$ cat config.mk
export PLATFORM = sky130hd
export DESIGN_NAME = page_dir
export DESIGN_NICKNAME = d
export VERILOG_FILES = /design/src/rtl/pcd_pkg.sv /design/src/rtl/pcd_cfg.sv /design/src/rtl/pcd_lock.sv /design/src/rtl/pcd_store.sv /design/src/rtl/pcd_next.sv /design/src/rtl/page_dir.sv
export SDC_FILE = /design/constraint.sdc
export NUM_CORES = 1
export LEC_CHECK = 0
export CAP_MARGIN = 10
export CORE_MARGIN = 8
export CORE_UTILIZATION = 35
export DETAILED_ROUTE_END_ITERATION = 10
export GPL_ROUTABILITY_DRIVEN = 0
export PLACE_DENSITY = 0.52
export SETUP_SLACK_MARGIN = 0.5
export SYNTH_ARGS = -nofsm -noshare
export SYNTH_HDL_FRONTEND = slang
export SYNTH_SLANG_ARGS = --single-unit
$ cat constraint.sdc
create_clock -name clk -period 4.2 [get_ports clk]
set_clock_uncertainty 0.1 [all_clocks]
set_input_delay 1.26 -clock clk [delete_from_list [all_inputs] [get_ports clk]]
set_output_delay 1.26 -clock clk [all_outputs]
set_load 0.01 [all_outputs]
$ cat src/rtl/pcd_pkg.sv
package pcd_pkg;
  typedef enum logic [1:0] {
    PG_UNC  = 2'd0,
    PG_SHR  = 2'd1,
    PG_DIR  = 2'd2,
    PG_WEAK = 2'd3
  } pg_base_e;

  typedef enum logic [1:0] {
    OP_RD  = 2'd0,
    OP_WR  = 2'd1,
    OP_ACQ = 2'd2,
    OP_CHK = 2'd3
  } pg_op_e;

  localparam logic [3:0] LIM_RESET = 4'd3;
endpackage

$ cat src/rtl/pcd_cfg.sv
module pcd_cfg #(
  parameter int CW = 4
) (
  input  logic          clk,
  input  logic          rst_n,
  input  logic          we,
  input  logic [CW-1:0] notice_in,
  input  logic [CW-1:0] check_in,
  output logic [CW-1:0] notice_lim,
  output logic [CW-1:0] check_lim
);
  logic [CW-1:0] notice_d, check_d;

  always_comb begin
    notice_d = notice_lim;
    check_d  = check_lim;
    if (we) begin
      notice_d = notice_in;
      check_d  = check_in;
    end
  end

  always_ff @(posedge clk or negedge rst_n) begin
    if (!rst_n) begin
      notice_lim <= CW'(3);
      check_lim  <= CW'(3);
    end else begin
      notice_lim <= notice_d;
      check_lim  <= check_d;
    end
  end
endmodule

$ cat src/rtl/pcd_lock.sv
module pcd_lock #(
  parameter int NPAGE = 4,
  localparam int GW = (NPAGE > 1) ? $clog2(NPAGE) : 1
) (
  input  logic             clk,
  input  logic             rst_n,
  input  logic             set_en,
  input  logic [GW-1:0]    set_idx,
  input  logic             clr_en,
  input  logic [GW-1:0]    clr_idx,
  output logic [NPAGE-1:0] held
);
  for (genvar g = 0; g < NPAGE; g++) begin : g_lk
    logic d;
    always_comb begin
      d = held[g];
      if (clr_en && clr_idx == GW'(g)) d = 1'b0;
      if (set_en && set_idx == GW'(g)) d = 1'b1;
    end
    always_ff @(posedge clk or negedge rst_n) begin
      if (!rst_n) held[g] <= 1'b0;
      else        held[g] <= d;
    end
  end
endmodule

$ cat src/rtl/pcd_store.sv
module pcd_store #(
  parameter int NPAGE = 4,
  parameter int NPROC = 4,
  parameter int CW    = 4,
  localparam int GW = (NPAGE > 1) ? $clog2(NPAGE) : 1
) (
  input  logic             clk,
  input  logic             rst_n,
  input  logic [GW-1:0]    raddr,
  output logic [NPROC-1:0] r_rd,
  output logic [NPROC-1:0] r_wr,
  output logic             r_unsafe,
  output logic [CW-1:0]    r_ncnt,
  output logic [CW-1:0]    r_ccnt,
  input  logic             we,
  input  logic [GW-1:0]    waddr,
  input  logic [NPROC-1:0] w_rd,
  input  logic [NPROC-1:0] w_wr,
  input  logic             w_unsafe,
  input  logic [CW-1:0]    w_ncnt,
  input  logic [CW-1:0]    w_ccnt
);
  logic [NPROC-1:0] rd_q [NPAGE];
  logic [NPROC-1:0] wr_q [NPAGE];
  logic             un_q [NPAGE];
  logic [CW-1:0]    nc_q [NPAGE];
  logic [CW-1:0]    cc_q [NPAGE];

  for (genvar g = 0; g < NPAGE; g++) begin : g_pg
    logic en;
    assign en = we && (waddr == GW'(g));
    always_ff @(posedge clk or negedge rst_n) begin
      if (!rst_n) begin
        rd_q[g] <= '0;
        wr_q[g] <= '0;
        un_q[g] <= 1'b0;
        nc_q[g] <= '0;
        cc_q[g] <= '0;
      end else if (en) begin
        rd_q[g] <= w_rd;
        wr_q[g] <= w_wr;
        un_q[g] <= w_unsafe;
        nc_q[g] <= w_ncnt;
        cc_q[g] <= w_ccnt;
      end
    end
  end

  always_comb begin
    r_rd     = rd_q[raddr];
    r_wr     = wr_q[raddr];
    r_unsafe = un_q[raddr];
    r_ncnt   = nc_q[raddr];
    r_ccnt   = cc_q[raddr];
  end
endmodule

$ cat src/rtl/pcd_next.sv
module pcd_next
  import pcd_pkg::*;
#(
  parameter int NPROC = 4,
  parameter int CW    = 4,
  localparam int PW = (NPROC > 1) ? $clog2(NPROC) : 1
) (
  input  pg_op_e           op,
  input  logic [PW-1:0]    proc,
  input  logic [NPROC-1:0] cur_rd,
  input  logic [NPROC-1:0] cur_wr,
  input  logic             cur_unsafe,
  input  logic [CW-1:0]    cur_ncnt,
  input  logic [CW-1:0]    cur_ccnt,
  input  logic [CW-1:0]    nlim,
  input  logic [CW-1:0]    clim,
  output logic [NPROC-1:0] nxt_rd,
  output logic [NPROC-1:0] nxt_wr,
  output logic             nxt_unsafe,
  output logic [CW-1:0]    nxt_ncnt,
  output logic [CW-1:0]    nxt_ccnt,
  output pg_base_e         nxt_base,
  output logic [NPROC-1:0] notify
);
  function automatic pg_base_e derive(input logic [NPROC-1:0] rd, input logic [NPROC-1:0] wr);
    logic [NPROC-1:0] h;
    h = rd | wr;
    if (h == '0)                  return PG_UNC;
    else if (wr == '0)            return PG_SHR;
    else if ((h & (h - 1'b1)) == '0) return PG_DIR;
    else                          return PG_WEAK;
  endfunction

  logic [NPROC-1:0] me;
  pg_base_e         old_base;
  logic [CW:0]      ninc, cinc;
  logic             to_weak;

  assign me       = NPROC'(1) << proc;
  assign old_base = derive(cur_rd, cur_wr);
  assign ninc     = {1'b0, cur_ncnt} + 1'b1;
  assign cinc     = {1'b0, cur_ccnt} + 1'b1;

  always_comb begin
    nxt_rd = cur_rd;
    nxt_wr = cur_wr;
    unique case (op)
      OP_RD:  nxt_rd = cur_rd | me;
      OP_WR: begin
        nxt_rd = cur_rd | me;
        if ((cur_rd | cur_wr) != '0) nxt_wr = cur_wr | me;
      end
      OP_ACQ: begin
        nxt_rd = cur_rd & ~me;
        nxt_wr = cur_wr & ~me;
      end
      default: ;
    endcase
  end

  assign nxt_base = derive(nxt_rd, nxt_wr);
  assign to_weak  = (nxt_base == PG_WEAK) && (old_base != PG_WEAK);

  always_comb begin
    nxt_unsafe = cur_unsafe;
    nxt_ncnt   = cur_ncnt;
    nxt_ccnt   = cur_ccnt;
    notify     = '0;
    if (to_weak && !cur_unsafe) begin
      notify = (nxt_rd | nxt_wr) & ~me;
      if (ninc > {1'b0, nlim}) begin
        nxt_unsafe = 1'b1;
        nxt_ncnt   = '0;
      end else begin
        nxt_ncnt = ninc[CW-1:0];
      end
    end
    if (op == OP_CHK && cur_unsafe) begin
      if (old_base == PG_WEAK) begin
        nxt_ccnt = '0;
      end else if (cinc > {1'b0, clim}) begin
        nxt_unsafe = 1'b0;
        nxt_ccnt   = '0;
      end else begin
        nxt_ccnt = cinc[CW-1:0];
      end
    end
  end
endmodule

$ cat src/rtl/page_dir.sv
module page_dir
  import pcd_pkg::*;
#(
  parameter int NPROC = 4,
  parameter int NPAGE = 4,
  parameter int CW    = 4,
  localparam int PW = (NPROC > 1) ? $clog2(NPROC) : 1,
  localparam int GW = (NPAGE > 1) ? $clog2(NPAGE) : 1
) (
  input  logic             clk,
  input  logic             rst_n,
  input  logic             cfg_we,
  input  logic [CW-1:0]    cfg_notice_lim,
  input  logic [CW-1:0]    cfg_check_lim,
  input  logic             req_valid,
  output logic             req_ready,
  input  logic [1:0]       req_op,
  input  logic [PW-1:0]    req_proc,
  input  logic [GW-1:0]    req_page,
  output logic             rsp_valid,
  output logic [GW-1:0]    rsp_page,
  output logic [1:0]       rsp_base,
  output logic             rsp_unsafe,
  output logic [NPROC-1:0] rsp_notify
);
  logic [CW-1:0]    nlim, clim;
  logic [NPAGE-1:0] locked;
  logic             accept;

  logic             s_valid;
  pg_op_e           s_op;
  logic [PW-1:0]    s_proc;
  logic [GW-1:0]    s_page;
  logic             s_valid_d;
  pg_op_e           s_op_d;
  logic [PW-1:0]    s_proc_d;
  logic [GW-1:0]    s_page_d;

  logic [NPROC-1:0] c_rd, c_wr, n_rd, n_wr, n_notify;
  logic             c_un, n_un;
  logic [CW-1:0]    c_nc, c_cc, n_nc, n_cc;
  pg_base_e         n_base;

  logic             o_valid_d, o_un_d;
  logic [GW-1:0]    o_page_d;
  logic [1:0]       o_base_d;
  logic [NPROC-1:0] o_notify_d;

  pcd_cfg #(.CW(CW)) u_cfg (
    .clk(clk), .rst_n(rst_n), .we(cfg_we),
    .notice_in(cfg_notice_lim), .check_in(cfg_check_lim),
    .notice_lim(nlim), .check_lim(clim)
  );

  assign req_ready = !locked[req_page];
  assign accept    = req_valid && req_ready;

  pcd_lock #(.NPAGE(NPAGE)) u_lock (
    .clk(clk), .rst_n(rst_n),
    .set_en(accept), .set_idx(req_page),
    .clr_en(s_valid), .clr_idx(s_page),
    .held(locked)
  );

  always_comb begin
    s_valid_d = accept;
    s_op_d    = s_op;
    s_proc_d  = s_proc;
    s_page_d  = s_page;
    if (accept) begin
      s_op_d   = pg_op_e'(req_op);
      s_proc_d = req_proc;
      s_page_d = req_page;
    end
  end

  always_ff @(posedge clk or negedge rst_n) begin
    if (!rst_n) begin
      s_valid <= 1'b0;
      s_op    <= OP_RD;
      s_proc  <= '0;
      s_page  <= '0;
    end else begin
      s_valid <= s_valid_d;
      s_op    <= s_op_d;
      s_proc  <= s_proc_d;
      s_page  <= s_page_d;
    end
  end

  pcd_store #(.NPAGE(NPAGE), .NPROC(NPROC), .CW(CW)) u_store (
    .clk(clk), .rst_n(rst_n),
    .raddr(s_page),
    .r_rd(c_rd), .r_wr(c_wr), .r_unsafe(c_un), .r_ncnt(c_nc), .r_ccnt(c_cc),
    .we(s_valid), .waddr(s_page),
    .w_rd(n_rd), .w_wr(n_wr), .w_unsafe(n_un), .w_ncnt(n_nc), .w_ccnt(n_cc)
  );

  pcd_next #(.NPROC(NPROC), .CW(CW)) u_next (
    .op(s_op), .proc(s_proc),
    .cur_rd(c_rd), .cur_wr(c_wr), .cur_unsafe(c_un),
    .cur_ncnt(c_nc), .cur_ccnt(c_cc),
    .nlim(nlim), .clim(clim),
    .nxt_rd(n_rd), .nxt_wr(n_wr), .nxt_unsafe(n_un),
    .nxt_ncnt(n_nc), .nxt_ccnt(n_cc), .nxt_base(n_base),
    .notify(n_notify)
  );

  always_comb begin
    o_valid_d  = s_valid;
    o_page_d   = rsp_page;
    o_base_d   = rsp_base;
    o_un_d     = rsp_unsafe;
    o_notify_d = '0;
    if (s_valid) begin
      o_page_d   = s_page;
      o_base_d   = n_base;
      o_un_d     = n_un;
      o_notify_d = n_notify;
    end
  end

  always_ff @(posedge clk or negedge rst_n) begin
    if (!rst_n) begin
      rsp_valid  <= 1'b0;
      rsp_page   <= '0;
      rsp_base   <= 2'd0;
      rsp_unsafe <= 1'b0;
      rsp_notify <= '0;
    end else begin
      rsp_valid  <= o_valid_d;
      rsp_page   <= o_page_d;
      rsp_base   <= o_base_d;
      rsp_unsafe <= o_un_d;
      rsp_notify <= o_notify_d;
    end
  end
endmodule

==> out/metrics.cfg, run 1 <==
[clock_tree]
clockBufferDepth = 2
cts_buffers = 9
cts.sinks = 97
htreeDepth = 3
clock_latency_ns = 0.35
cts_tree = built
cts_resized = 5
cts_hold_buffers = 0
postCtsSetupBuffers = 0
cts_root_buf = clkbuf_16
clk_pin_slew_worst_paths_ns = 0.06

[sta]
min_period_ns = 3.60
timing.slew.headroom_pct = 34.4
layout_worst_path_cycle_share_pct = 85.7
layout_setup_ws_ns = 0.600
setup_violations = 0
hold_viol_final = 0
fmaxAchievable_mhz = 278
rsz0062_at_grt = true
worst_slew_pin_slew_ns = 0.982
setup_tns_ns = 0
slew_viol_final = 0

[grt]
track_usage_pct = 13.5
grt_max_degree = 58
antenna_found_initial = 0
grt-ovfl-total = 0
grt_pass1_vias = 3657
grt_pass1_wl_mm = 19.4

[synth]
synthAdderAreaFrac_pct = 3.75
synth.distinct_cells = 65
synth-edff-count = 0
netlist_area_mm2 = 0.00494
synth-compound-area-share_pct = 16.7
synth_top_family_by_area = compound AO/OA/AOI/OAI gates
syn-instance-count = 478
yosys_warnings = 0
synthFlopType = dfrtp_1
synth-seq-area-share_pct = 49.3
synthSimpleGateAreaFrac_pct = 15.8
synthMuxAreaShare_pct = 10.4
async_flop_share_pct = 100
synth_xor_area_share_pct = 0.710
avgSynthCellArea_um2 = 10.3
synth_nets = 510
synth_seq_cells = 97

[layout]
final_cell_mix = dfrtp_1, nand2_1, o21ai_0
final_area_mm2 = 0.00572
syn_to_final_growth_pct = 15.9
antenna_cells = 0
drive_gt1_share_pct = 14.0
nNetsFinal = 543
final_common_cell = dfrtp_1
instances_no_fill = 695

[run_status]
run_status = completed

[critical_path]
worstSetupPathType = in2out
r2r_start = s_page[0]$_DFFE_PN0P_
worstPathArrival_ns = 2.24
cp-endpoint = req_ready
r2r_cells = 11
rrSetupSlack_ns = 0.74
crit_required_ns = 2.84
r2r_end = u_store.un_q[2]$_DFFE_PN0P_
path_max_fanout = 2
end_kind = primary output
crit_start = req_page[1]
critPathLaunchType = input port

[floorplanning]
ios = 29
die_w_um = 135
die_h_um = 135
core_region_area_mm2 = 0.0138
fp.dieArea_mm2 = 0.0182
initial_core_util_pct = 35.7
num_rows = 43

[drt]
dr.first_iter.drc_count = 288
first_pass_iters = 4
drt-total-wl_mm = 11.6
vias = 3656
vias_per_cell = 5.26
ant_nets = 0
remaining_drc_errors = 0
wire_per_inst_um = 16.7

[pwr]
ir_drop_mv = 0.389
p_total_mw = 4.50
p_leak_nw = 2.47
powerDensity_mw_per_mm2 = 786

[placed_design]
pre_cts_ws_ns = -0.0596
io_buffers = 28
place_inst = 680
placed_area_mm2 = 0.00546
hpwlAfterDp_mm = 8.35

[hold_path]
min_path_type = reg2reg
min_from = u_store.cc_q[2]$_DFFE_PN0P_

[flow_run]
timing.max_cap.violations = 0

report_power, final:
group,switching (mW),internal (mW),leakage [nW],total (mW)
combinational,1.30,0.983,1.12,2.28
clock,0.339,0.415,0.122,0.755
sequential,0.239,1.22,1.23,1.46
cell type report:
type	instances	area (um2)
tap	180	225
sequential	97	2440
clock inverter	2	15.0
fill	1366	8110
inverter	15	56.3
timing repair buffer	45	399
clock buffer	13	250
multi-input combinational	343	2340
cell usage after synthesis, types with 3 or more instances:
cell	count	area, um2
dfstp_2	4	105
o22ai_1	5	31.3
nor3b_1	3	22.5
nand4_1	3	18.8
nand2b_1	3	18.8
o21ai_2	4	35.0
and2_1	4	25.0
nand2_1	85	319
mux2i_1	6	60.1
a32oi_1	4	35.0
or2_2	3	18.8
clkbuf_1	17	63.8
nand3_1	9	45.0
nor3_1	5	25.0
mux4_2	13	293
a21o_1	4	30.0
mux2_2	5	56.3
a31oi_1	22	138
ha_1	14	175
mux4_1	4	105
inv_1	14	52.6
o21ai_0	69	345
a21oi_1	7	35.0
nor2_1	24	90.1
buf_1	3	11.3
dfrtp_1	93	2330
nor2b_1	4	25.0
sequential cells by signal (all words and copies together) (netlist names), 4 cells and up:
signal,cells
u_store.cc_q,16
u_store.nc_q,16
u_store.rd_q,16
u_store.wr_q,16
rsp_notify,4
u_cfg.check_lim,4
u_cfg.notice_lim,4
u_lock.held,4
u_store.un_q,4
critical path, cell delays in order:
cell and delay [ns]:
clkdlybuf4s50_1 0.48, mux4_2 0.29, inv_1 0.08, buf_2 0.13
how the worst min path moves through the flow:
stage / cells after the start / endpoint / slack (ns)
final: 2 / u_store.cc_q[2]$_DFFE_PN0P_ / 0.37
after global routing: 2 / u_store.wr_q[5]$_DFFE_PN0P_ / 0.39
after CTS: 2 / u_store.cc_q[2]$_DFFE_PN0P_ / 0.38
after detailed placement: 2 / u_store.cc_q[2]$_DFFE_PN0P_ / 0.37
after global placement: 2 / u_store.cc_q[7]$_DFFE_PN0P_ / 0.36
after floorplan: 0 / rsp_valid$_DFF_PN0_ / 0.33
cells by family after synthesis:
| kind of cell | Yosys count |
|---|---|
| simple gates | 161 |
| compound gates | 135 |
| flops | 97 |
| buf+inv | 38 |
| mux | 28 |
| fa+ha+maj | 15 |
| xor+xnor | 4 |
layer usage:
layer  vias to the layer above  GRT usage, %  share of wire, %
li1                       1798             -                 -
met2                        47          22.1                49
met1                      1801          17.0                46
met3                        10          3.90               3.9
met4                         0          3.56               1.0
met5                         -             0                 0
through the flow:
step | hold slack (ns) | utilization [%]
after global placement | 0.358 | 39.5
after floorplan | 0.330 | -
final | 0.375 | 41.4
after CTS | 0.379 | 41.4
after global routing | 0.392 | 41.4
after detailed placement | 0.365 | 39.5
No activity file was read; power rests on OpenSTA's default activity.
==> inputs of run 2 (changes only) <==
--- a/config.mk
+++ b/config.mk
@@ -5,6 +5,7 @@
 export SDC_FILE = /design/constraint.sdc
 export NUM_CORES = 1
 export LEC_CHECK = 0
+export ABC_CLOCK_PERIOD_IN_PS = 4200
 export CAP_MARGIN = 10
 export CORE_MARGIN = 8
 export CORE_UTILIZATION = 35
==> results of run 2 <==
Same layout as run 1: the final DEF is identical, and so are final timing and power.
